File: config.mk
export PLATFORM = sky130hd
export DESIGN_NAME = int_exec_unit
export DESIGN_NICKNAME = d
export VERILOG_FILES = /design/src/rtl/exu_pkg.sv /design/src/rtl/exu_arith.sv /design/src/rtl/exu_shifter.sv /design/src/rtl/exu_multiplier.sv /design/src/rtl/exu_divider.sv /design/src/rtl/int_exec_unit.sv
export SDC_FILE = /design/constraint.sdc
export NUM_CORES = 2
export LEC_CHECK = 0
export BUFFER_PORTS_ARGS = -buffer_cell sky130_fd_sc_hd__clkbuf_2
export CAP_MARGIN = 20
export CELL_PAD_IN_SITES_DETAIL_PLACEMENT = 0
export CELL_PAD_IN_SITES_GLOBAL_PLACEMENT = 1
export CORE_UTILIZATION = 45
export CTS_BUF_LIST = sky130_fd_sc_hd__clkbuf_4 sky130_fd_sc_hd__clkbuf_8
export DETAILED_ROUTE_END_ITERATION = 12
export PLACE_DENSITY = 0.78
export SYNTH_ARGS = -nofsm -noshare
export SYNTH_HDL_FRONTEND = slang
export SYNTH_SLANG_ARGS = --single-unit
export TNS_END_PERCENT = 5
File: constraint.sdc
create_clock -name clk -period 17.1 [get_ports clk]
set_input_delay 0 -clock clk [delete_from_list [all_inputs] [get_ports clk]]
set_output_delay 0 -clock clk [all_outputs]
set_load 0.05 [all_outputs]
File: src/rtl/exu_pkg.sv
package exu_pkg;

    localparam int XLEN   = 32;
    localparam int IMM_W  = 16;
    localparam int SH_W   = $clog2(XLEN);
    localparam int REG_AW = 5;
    localparam int OP_W   = 6;

    typedef enum logic [OP_W-1:0] {
        OP_ADD, OP_SUB, OP_AND, OP_OR, OP_XOR, OP_NOR,
        OP_ADDI, OP_ANDI, OP_ORI, OP_XORI, OP_ANDHI, OP_ORHI, OP_XORHI,
        OP_SLL, OP_SRL, OP_SRA, OP_ROL, OP_ROR,
        OP_SLLI, OP_SRLI, OP_SRAI, OP_ROLI,
        OP_CMPGE, OP_CMPLT, OP_CMPNE, OP_CMPEQ, OP_CMPGEU, OP_CMPLTU,
        OP_CMPGEI, OP_CMPLTI, OP_CMPNEI, OP_CMPEQI, OP_CMPGEUI, OP_CMPLTUI,
        OP_MUL, OP_MULI, OP_MULHSS, OP_MULHUU, OP_MULHSU,
        OP_DIV, OP_DIVU
    } exu_op_e;

    typedef enum logic [1:0] {U_ARITH, U_SHIFT, U_MUL, U_DIV} exu_unit_e;

    typedef enum logic [1:0] {IMM_NONE, IMM_SEXT, IMM_ZEXT, IMM_HIGH} imm_kind_e;

    typedef struct packed {
        exu_unit_e unit;
        imm_kind_e imm;
        logic      use_imm5;
    } exu_ctl_t;

    function automatic exu_ctl_t exu_decode(exu_op_e op);
        exu_ctl_t c;
        c = '{unit: U_ARITH, imm: IMM_NONE, use_imm5: 1'b0};
        case (op)
            OP_ADDI, OP_CMPGEI, OP_CMPLTI, OP_CMPNEI, OP_CMPEQI:
                c.imm = IMM_SEXT;
            OP_ANDI, OP_ORI, OP_XORI, OP_CMPGEUI, OP_CMPLTUI:
                c.imm = IMM_ZEXT;
            OP_ANDHI, OP_ORHI, OP_XORHI:
                c.imm = IMM_HIGH;
            OP_SLL, OP_SRL, OP_SRA, OP_ROL, OP_ROR:
                c.unit = U_SHIFT;
            OP_SLLI, OP_SRLI, OP_SRAI, OP_ROLI: begin
                c.unit     = U_SHIFT;
                c.use_imm5 = 1'b1;
            end
            OP_MULI: begin
                c.unit = U_MUL;
                c.imm  = IMM_SEXT;
            end
            OP_MUL, OP_MULHSS, OP_MULHUU, OP_MULHSU:
                c.unit = U_MUL;
            OP_DIV, OP_DIVU:
                c.unit = U_DIV;
            default: ;
        endcase
        return c;
    endfunction

    function automatic logic [XLEN-1:0] exu_imm_value(imm_kind_e k, logic [IMM_W-1:0] imm);
        logic [XLEN-1:0] v;
        case (k)
            IMM_SEXT: v = {{(XLEN-IMM_W){imm[IMM_W-1]}}, imm};
            IMM_ZEXT: v = {{(XLEN-IMM_W){1'b0}}, imm};
            IMM_HIGH: v = {imm, {(XLEN-IMM_W){1'b0}}};
            default:  v = '0;
        endcase
        return v;
    endfunction

endpackage

File: src/rtl/exu_arith.sv
module exu_arith
    import exu_pkg::*;
#(
    parameter int W = 32
) (
    input  exu_op_e        op,
    input  logic [W-1:0]   a,
    input  logic [W-1:0]   b,
    output logic [W-1:0]   res
);

    logic lt_s, lt_u, eq;
    logic [W-1:0] flag_one;

    assign lt_s = $signed(a) < $signed(b);
    assign lt_u = a < b;
    assign eq   = (a == b);
    assign flag_one = {{(W-1){1'b0}}, 1'b1};

    always_comb begin
        case (op)
            OP_ADD, OP_ADDI:                res = a + b;
            OP_SUB:                         res = a - b;
            OP_AND, OP_ANDI, OP_ANDHI:      res = a & b;
            OP_OR,  OP_ORI,  OP_ORHI:       res = a | b;
            OP_XOR, OP_XORI, OP_XORHI:      res = a ^ b;
            OP_NOR:                         res = ~(a | b);
            OP_CMPGE,  OP_CMPGEI:           res = lt_s ? '0 : flag_one;
            OP_CMPLT,  OP_CMPLTI:           res = lt_s ? flag_one : '0;
            OP_CMPGEU, OP_CMPGEUI:          res = lt_u ? '0 : flag_one;
            OP_CMPLTU, OP_CMPLTUI:          res = lt_u ? flag_one : '0;
            OP_CMPEQ,  OP_CMPEQI:           res = eq ? flag_one : '0;
            OP_CMPNE,  OP_CMPNEI:           res = eq ? '0 : flag_one;
            default:                        res = '0;
        endcase
    end

endmodule

File: src/rtl/exu_shifter.sv
module exu_shifter
    import exu_pkg::*;
#(
    parameter int W  = 32,
    parameter int AW = 5
) (
    input  exu_op_e        op,
    input  logic [W-1:0]   val,
    input  logic [AW-1:0]  amt,
    output logic [W-1:0]   res
);

    logic go_left, rotate, arith;
    logic [W-1:0] val_rev, in_lo, hi_fill, out_lo, out_rev;

    always_comb begin
        go_left = 1'b0;
        rotate  = 1'b0;
        arith   = 1'b0;
        case (op)
            OP_SLL, OP_SLLI: go_left = 1'b1;
            OP_ROL, OP_ROLI: begin
                go_left = 1'b1;
                rotate  = 1'b1;
            end
            OP_ROR:          rotate  = 1'b1;
            OP_SRA, OP_SRAI: arith   = 1'b1;
            default: ;
        endcase
    end

    // Left moves are done as right moves on the bit-reversed word.
    for (genvar g = 0; g < W; g++) begin : g_rev
        assign val_rev[g] = val[W-1-g];
        assign out_rev[g] = out_lo[W-1-g];
    end

    assign in_lo   = go_left ? val_rev : val;
    assign hi_fill = rotate ? in_lo : (arith ? {W{val[W-1]}} : '0);
    assign out_lo  = W'({hi_fill, in_lo} >> amt);
    assign res     = go_left ? out_rev : out_lo;

endmodule

File: src/rtl/exu_multiplier.sv
module exu_multiplier #(
    parameter int W = 32
) (
    input  logic [W-1:0] a,
    input  logic [W-1:0] b,
    input  logic         a_signed,
    input  logic         b_signed,
    output logic [W-1:0] lo,
    output logic [W-1:0] hi
);

    localparam int PW = 2 * W + 2;

    logic [PW-1:0] ea, eb;

    // Operands extended to full product width; the modular product is exact.
    assign ea = {{(PW-W){a_signed & a[W-1]}}, a};
    assign eb = {{(PW-W){b_signed & b[W-1]}}, b};

    assign lo = W'(ea * eb);
    assign hi = W'((ea * eb) >> W);

endmodule

File: src/rtl/exu_divider.sv
module exu_divider #(
    parameter int W = 32
) (
    input  logic         clk,
    input  logic         rst,
    input  logic         start,
    input  logic         is_signed,
    input  logic [W-1:0] dividend,
    input  logic [W-1:0] divisor,
    output logic         run,
    output logic         done,
    output logic [W-1:0] quotient
);

    localparam int CNT_W = $clog2(W);
    localparam logic [W-1:0] MIN_NEG = {1'b1, {(W-1){1'b0}}};

    logic             corner, neg_a, neg_b;
    logic [W-1:0]     dvs_fix, mag_a, mag_b;
    logic [W-1:0]     rem_q, quo_q, dvs_q;
    logic             neg_q;
    logic [CNT_W-1:0] cnt_q;
    logic [W:0]       trial;
    logic             corner_q;
    logic [W-1:0]     dvd_q;

    assign corner  = (divisor == '0) ||
                     (is_signed && dividend == MIN_NEG && divisor == '1);
    assign dvs_fix = corner ? W'(1) : divisor;
    assign neg_a   = is_signed & dividend[W-1];
    assign neg_b   = is_signed & dvs_fix[W-1];
    assign mag_a   = neg_a ? -dividend : dividend;
    assign mag_b   = neg_b ? -dvs_fix : dvs_fix;

    assign trial   = {rem_q, quo_q[W-1]} - {1'b0, dvs_q};

    always_ff @(posedge clk) begin
        if (rst) begin
            run      <= 1'b0;
            done     <= 1'b0;
            rem_q    <= '0;
            quo_q    <= '0;
            dvs_q    <= '0;
            neg_q    <= 1'b0;
            cnt_q    <= '0;
            corner_q <= 1'b0;
            dvd_q    <= '0;
        end else begin
            done <= 1'b0;
            if (start) begin
                run      <= 1'b1;
                rem_q    <= '0;
                quo_q    <= mag_a;
                dvs_q    <= mag_b;
                neg_q    <= neg_a ^ neg_b;
                cnt_q    <= '0;
                corner_q <= corner;
                dvd_q    <= dividend;
            end else if (run) begin
                if (!trial[W]) begin
                    rem_q <= trial[W-1:0];
                    quo_q <= {quo_q[W-2:0], 1'b1};
                end else begin
                    rem_q <= {rem_q[W-2:0], quo_q[W-1]};
                    quo_q <= {quo_q[W-2:0], 1'b0};
                end
                cnt_q <= cnt_q + 1'b1;
                if (cnt_q == CNT_W'(W - 1)) begin
                    run  <= 1'b0;
                    done <= 1'b1;
                end
            end
        end
    end

    assign quotient = neg_q ? -quo_q : quo_q;

    // a finished pulse is only produced at the end of a run.
    p_done_after_run_r9: assert property (@(posedge clk) disable iff (rst)
        done |-> $past(run));

    // an accepted start always begins an iteration sequence.
    p_start_runs_r9: assert property (@(posedge clk) disable iff (rst)
        start |=> run);

    // a corner-case divide hands back the original dividend.
    p_corner_dividend_r7: assert property (@(posedge clk) disable iff (rst)
        (done && corner_q) |-> (quotient == dvd_q));

endmodule

File: src/rtl/int_exec_unit.sv
module int_exec_unit
    import exu_pkg::*;
(
    input  logic              clk,
    input  logic              rst,
    input  logic              issue_valid,
    input  logic [OP_W-1:0]   issue_op,
    input  logic [XLEN-1:0]   src_a,
    input  logic [XLEN-1:0]   src_b,
    input  logic [IMM_W-1:0]  imm16,
    input  logic [SH_W-1:0]   imm5,
    input  logic [REG_AW-1:0] dest,
    output logic              busy,
    output logic              res_valid,
    output logic [XLEN-1:0]   res_data,
    output logic [REG_AW-1:0] res_dest,
    output logic              res_we
);

    exu_op_e          op_e;
    exu_ctl_t         ctl;
    logic             accept;
    logic [XLEN-1:0]  opnd_b;
    logic [SH_W-1:0]  sh_amt;
    logic [XLEN-1:0]  arith_res, shift_res, mul_lo, mul_hi, unit_res;
    logic             mul_a_sgn, mul_b_sgn, mul_want_hi;
    logic             div_run, div_done;
    logic [XLEN-1:0]  div_quo;

    logic              alu_v_q;
    logic [XLEN-1:0]   alu_data_q;
    logic [REG_AW-1:0] alu_dest_q, div_dest_q;

    assign op_e   = exu_op_e'(issue_op);
    assign ctl    = exu_decode(op_e);
    assign busy   = div_run | div_done;
    assign accept = issue_valid && !busy;
    assign opnd_b = (ctl.imm == IMM_NONE) ? src_b : exu_imm_value(ctl.imm, imm16);
    assign sh_amt = ctl.use_imm5 ? imm5 : src_b[SH_W-1:0];

    exu_arith #(.W(XLEN)) u_arith (
        .op  (op_e),
        .a   (src_a),
        .b   (opnd_b),
        .res (arith_res)
    );

    exu_shifter #(.W(XLEN), .AW(SH_W)) u_shift (
        .op  (op_e),
        .val (src_a),
        .amt (sh_amt),
        .res (shift_res)
    );

    assign mul_a_sgn   = (op_e == OP_MULHSS) || (op_e == OP_MULHSU);
    assign mul_b_sgn   = (op_e == OP_MULHSS);
    assign mul_want_hi = (op_e == OP_MULHSS) || (op_e == OP_MULHUU) || (op_e == OP_MULHSU);

    exu_multiplier #(.W(XLEN)) u_mul (
        .a        (src_a),
        .b        (opnd_b),
        .a_signed (mul_a_sgn),
        .b_signed (mul_b_sgn),
        .lo       (mul_lo),
        .hi       (mul_hi)
    );

    exu_divider #(.W(XLEN)) u_div (
        .clk       (clk),
        .rst       (rst),
        .start     (accept && ctl.unit == U_DIV),
        .is_signed (op_e == OP_DIV),
        .dividend  (src_a),
        .divisor   (opnd_b),
        .run       (div_run),
        .done      (div_done),
        .quotient  (div_quo)
    );

    always_comb begin
        case (ctl.unit)
            U_SHIFT: unit_res = shift_res;
            U_MUL:   unit_res = mul_want_hi ? mul_hi : mul_lo;
            default: unit_res = arith_res;
        endcase
    end

    always_ff @(posedge clk) begin
        if (rst) begin
            alu_v_q    <= 1'b0;
            alu_data_q <= '0;
            alu_dest_q <= '0;
            div_dest_q <= '0;
        end else begin
            alu_v_q <= accept && (ctl.unit != U_DIV);
            if (accept && ctl.unit != U_DIV) begin
                alu_data_q <= unit_res;
                alu_dest_q <= dest;
            end
            if (accept && ctl.unit == U_DIV) begin
                div_dest_q <= dest;
            end
        end
    end

    assign res_valid = alu_v_q | div_done;
    assign res_data  = div_done ? div_quo : alu_data_q;
    assign res_dest  = div_done ? div_dest_q : alu_dest_q;
    assign res_we    = res_valid && (res_dest != '0);

    // nothing offered during a busy cycle turns into a single-cycle result.
    p_no_issue_busy_r10: assert property (@(posedge clk) disable iff (rst)
        busy |=> !alu_v_q);

    // the divider and the single-cycle path never report in the same cycle.
    p_one_source_r10: assert property (@(posedge clk) disable iff (rst)
        !(alu_v_q && div_done));

    // a result aimed at register 0 is never written.
    p_no_write_r0_r11: assert property (@(posedge clk) disable iff (rst)
        (res_valid && res_dest == '0) |-> !res_we);

    // busy holds for the whole divide, including the result cycle.
    p_busy_hold_r9: assert property (@(posedge clk) disable iff (rst)
        div_run |=> busy);

endmodule

==> results.md <==
- Status: finished, final reports clean
- DIE WIDTH: 360.7 um
- Maximum Capacitance Violations: 0
- Main synth FF type: dfxtp_1
- Max Slew Vio Count: 0
- Final setup vio count: 0
- Min-Delay Endpoint: u_div.dvs_q[23]$_SDFFE_PP0P_
- CP most frequent cell: fa_1
- GRT Overall Usage: 0.3889
- Placement Cell Area: 60320 um2
- Critical Path AT: 11.74 ns
- Hold Startpoint: issue_valid
- Die area: 130100 um2
- Hold-fix buffers, CTS: 9
- DRT Wirelength: 253.3 mm
- Vias after detailed routing: roughly 53000
- Post-CTS sizing: 0
- Crit-path max cell delay: 0.82 ns
- Type of the worst min-delay path: input pin to flop
- Most common library cells after synthesis: inv_1, fa_1, nor2_1
- Max clock buf depth: 2
- CTS root buf: clkbuf_8
- Post-synth EDFFs: 0
- Hold path cells: 3
- #FFs+latches synth: 147
- First-pass GRT wire length: 368.7 mm
- Hold_ws: 0.04114 ns
- Post-synth top area cell: fa_1
- Clk_lat worst skew: 0.55 ns
- Largest net degree at the start of global routing: 71
- First drt pass iteration count: 8
- R2R cell count: 9
- Crit path buffers/inverters: 9
- Antenna violations before repair: 20
- R2R Setup Slk: 12.87 ns
- Worst-path clk slew: roughly 0.09 ns
- CTS buffer count: 17
- Synth area leaders: fa_1, inv_1, ha_1
- Drt drc: 0
- Capturing point of the worst reg2reg path: alu_data_q[31]$_SDFFE_PP0P_
- Layout cells sized above 1: 0.06315
- Critical Path Stages: 35
- Post-synth net total: 8724
- Final hold violation count: 0
- CP max FO: 32
- Tmin final: 11.33 ns
- Yosys top cell area share: 0.3899
- Worst r2r src: u_div.done$_SDFF_PP0_
- CTS tree: built
- Core area: ~130000 um2
- Unrepaired setup endpoints after global routing: no
- Vias in the first global route: 53407
- Remaining antenna violation count after routing: 0
- Mapped cell area: 57910 um2
- Grt ovf: 0
- Cell count after synthesis: just over 7000
- Ys Warns: 0
- Final period utilization: 0.6628
- WL/cell: 29.03 um
- Setup TNS: 0 ns
- Relative slew margins: 0.1947
- H-tree Lvls: 4
- Initial Utilization: 0.4535
- Post-synth cell types: 100
- Fin area: about 61000 um2
- # Post-CTS Setup Buffers: 0
- Worst Clk Skew: ~0.043 ns
- FFs w/ async S/R, synth: 0
- Row count: 131
- Clock sinks: roughly 150
- Worst setup SP type: input pin
- Nets: roughly 8600
- Mean Syn Cell Area: slightly above 8 um2
- Detailed placement HPWL: 198.4 mm
- Max frequency: 0.08823 GHz
- Die Y: 360.7 um
- RD Place Congestion: ~1.1
- Synth-to-Final Area Change: 5.142%
- Crit-path leading delay family: adder cells
- CP Capture Type: flop
- Number of I/O port buffers: 138
- CP Class: input pin to flop
- Vias per cell: 6.078
- Highest-delay cell along the critical path: inv_2
- Worst Tran Pin Value: 1.195 ns
- Worst path required time: 17.51 ns
- IO Count: 139
- Seq/Total Area, Yosys: 0.05082
- Most frequent cell after synthesis: inv_1
- Initial DRC count: ~6000
==> registers in the layout, summed over array words and instances, names as in the netlist <==
register / cells
alu_data_q: 32
alu_dest_q: 5
alu_v_q: 1
div_dest_q: 5
u_div.cnt_q: 5
u_div.done: 1
u_div.dvs_q: 32
u_div.neg_q: 1
u_div.quo_q: 32
u_div.rem_q: 32
u_div.run: 1
==> worst register-to-register path, delay by kind of cell, from the launching register on <==
family,cells,cell delay [ns]
flops,1,0.31
buf+inv,1,0.32
compound gates,2,1.20
simple gates,6,2.41
==> cell families after synthesis <==
kind of cell	count (synthesis)	synth area share
AOI/OAI and AO/OA	1206	0.1392
xor gates and xnor gates	192	0.02904
adders and majority gates	1476	0.4651
buffers and inverters	1795	0.1185
DFF	147	0.05082
muxes	236	0.04306
and+or+nand+nor	2097	0.1543
==> metal layers <==
metal / part of all wire / global-route usage / routed length [um] / vias to the layer above
met2: 0.43 / 0.5887 / 109100 / 2957
met3: 0.11 / 0.09399 / 27210 / 668
li1: - / - / - / 22493
met5: 0.00014 / 0 / 36 / -
met4: 0.069 / 0.2253 / 17490 / 6
met1: 0.39 / 0.5065 / 99420 / 26900
==> area by class of cell <==
| type | count | area (um2) |
|---|---|---|
| Tap cell | 1662 | 2079 |
| Sequential cell | 147 | 2948 |
| Antenna cell | 15 | 37.54 |
| Multi-Input combinational cell | 5207 | 48330 |
| Clock inverter | 12 | 117.6 |
| Clock buffer | 20 | 275.3 |
| Inverter | 1358 | 5097 |
| Timing Repair Buffer | 303 | 2007 |
| Fill cell | 12701 | 66800 |
==> cells in the final DEF (no fill, tap or decap), types with 39 or more instances in the layout <==
cell / Yosys / final
a21oi_1: 306 / 306
o22ai_1: 58 / 57
a31oi_1: 41 / 41
nor3_1: 73 / 70
o211ai_1: 41 / 41
nand2_1: 734 / 733
o21ai_0: 199 / 199
a221oi_1: 45 / 45
clkbuf_2: 0 / 137
fa_1: 1128 / 1128
dfxtp_1: 147 / 145
ha_1: 348 / 348
nor2_1: 935 / 930
a211oi_1: 66 / 66
xor2_1: 62 / 61
nand3_1: 64 / 63
and3_1: 39 / 39
buf_4: 7 / 153
mux2i_1: 198 / 195
a21o_1: 80 / 80
inv_1: 1335 / 1326
xnor2_1: 130 / 130
==> how the worst max path moves through the flow <==
stage	slack (ns)	start	endpoint
6_report	5.77	issue_op[0]	alu_data_q[18]$_SDFFE_PP0P_
5_1_grt	5.48	issue_op[0]	alu_data_q[21]$_SDFFE_PP0P_
2_1_floorplan	7.68	issue_op[2]	alu_data_q[18]$_SDFFE_PP0P_
3_5_place_dp	5.39	issue_op[5]	alu_data_q[18]$_SDFFE_PP0P_
3_3_place_gp	5.62	issue_op[5]	alu_data_q[18]$_SDFFE_PP0P_
4_1_cts	5.94	issue_op[5]	alu_data_q[18]$_SDFFE_PP0P_
==> per-stage QoR <==
step | setup slack [ns] | util | cells
2_1_floorplan | 7.684 | - | 7149
3_3_place_gp | 5.619 | 0.4721 | 8664
3_5_place_dp | 5.393 | 0.4725 | 8666
4_1_cts | 5.936 | 0.4762 | 8707
5_1_grt | 5.476 | 0.4767 | 8715
6_report | 5.766 | 0.4769 | 8724
Power is left out: the tool's default activity adds up to more than one toggle a clock period on the data nets, which glitch-free logic cannot reach.
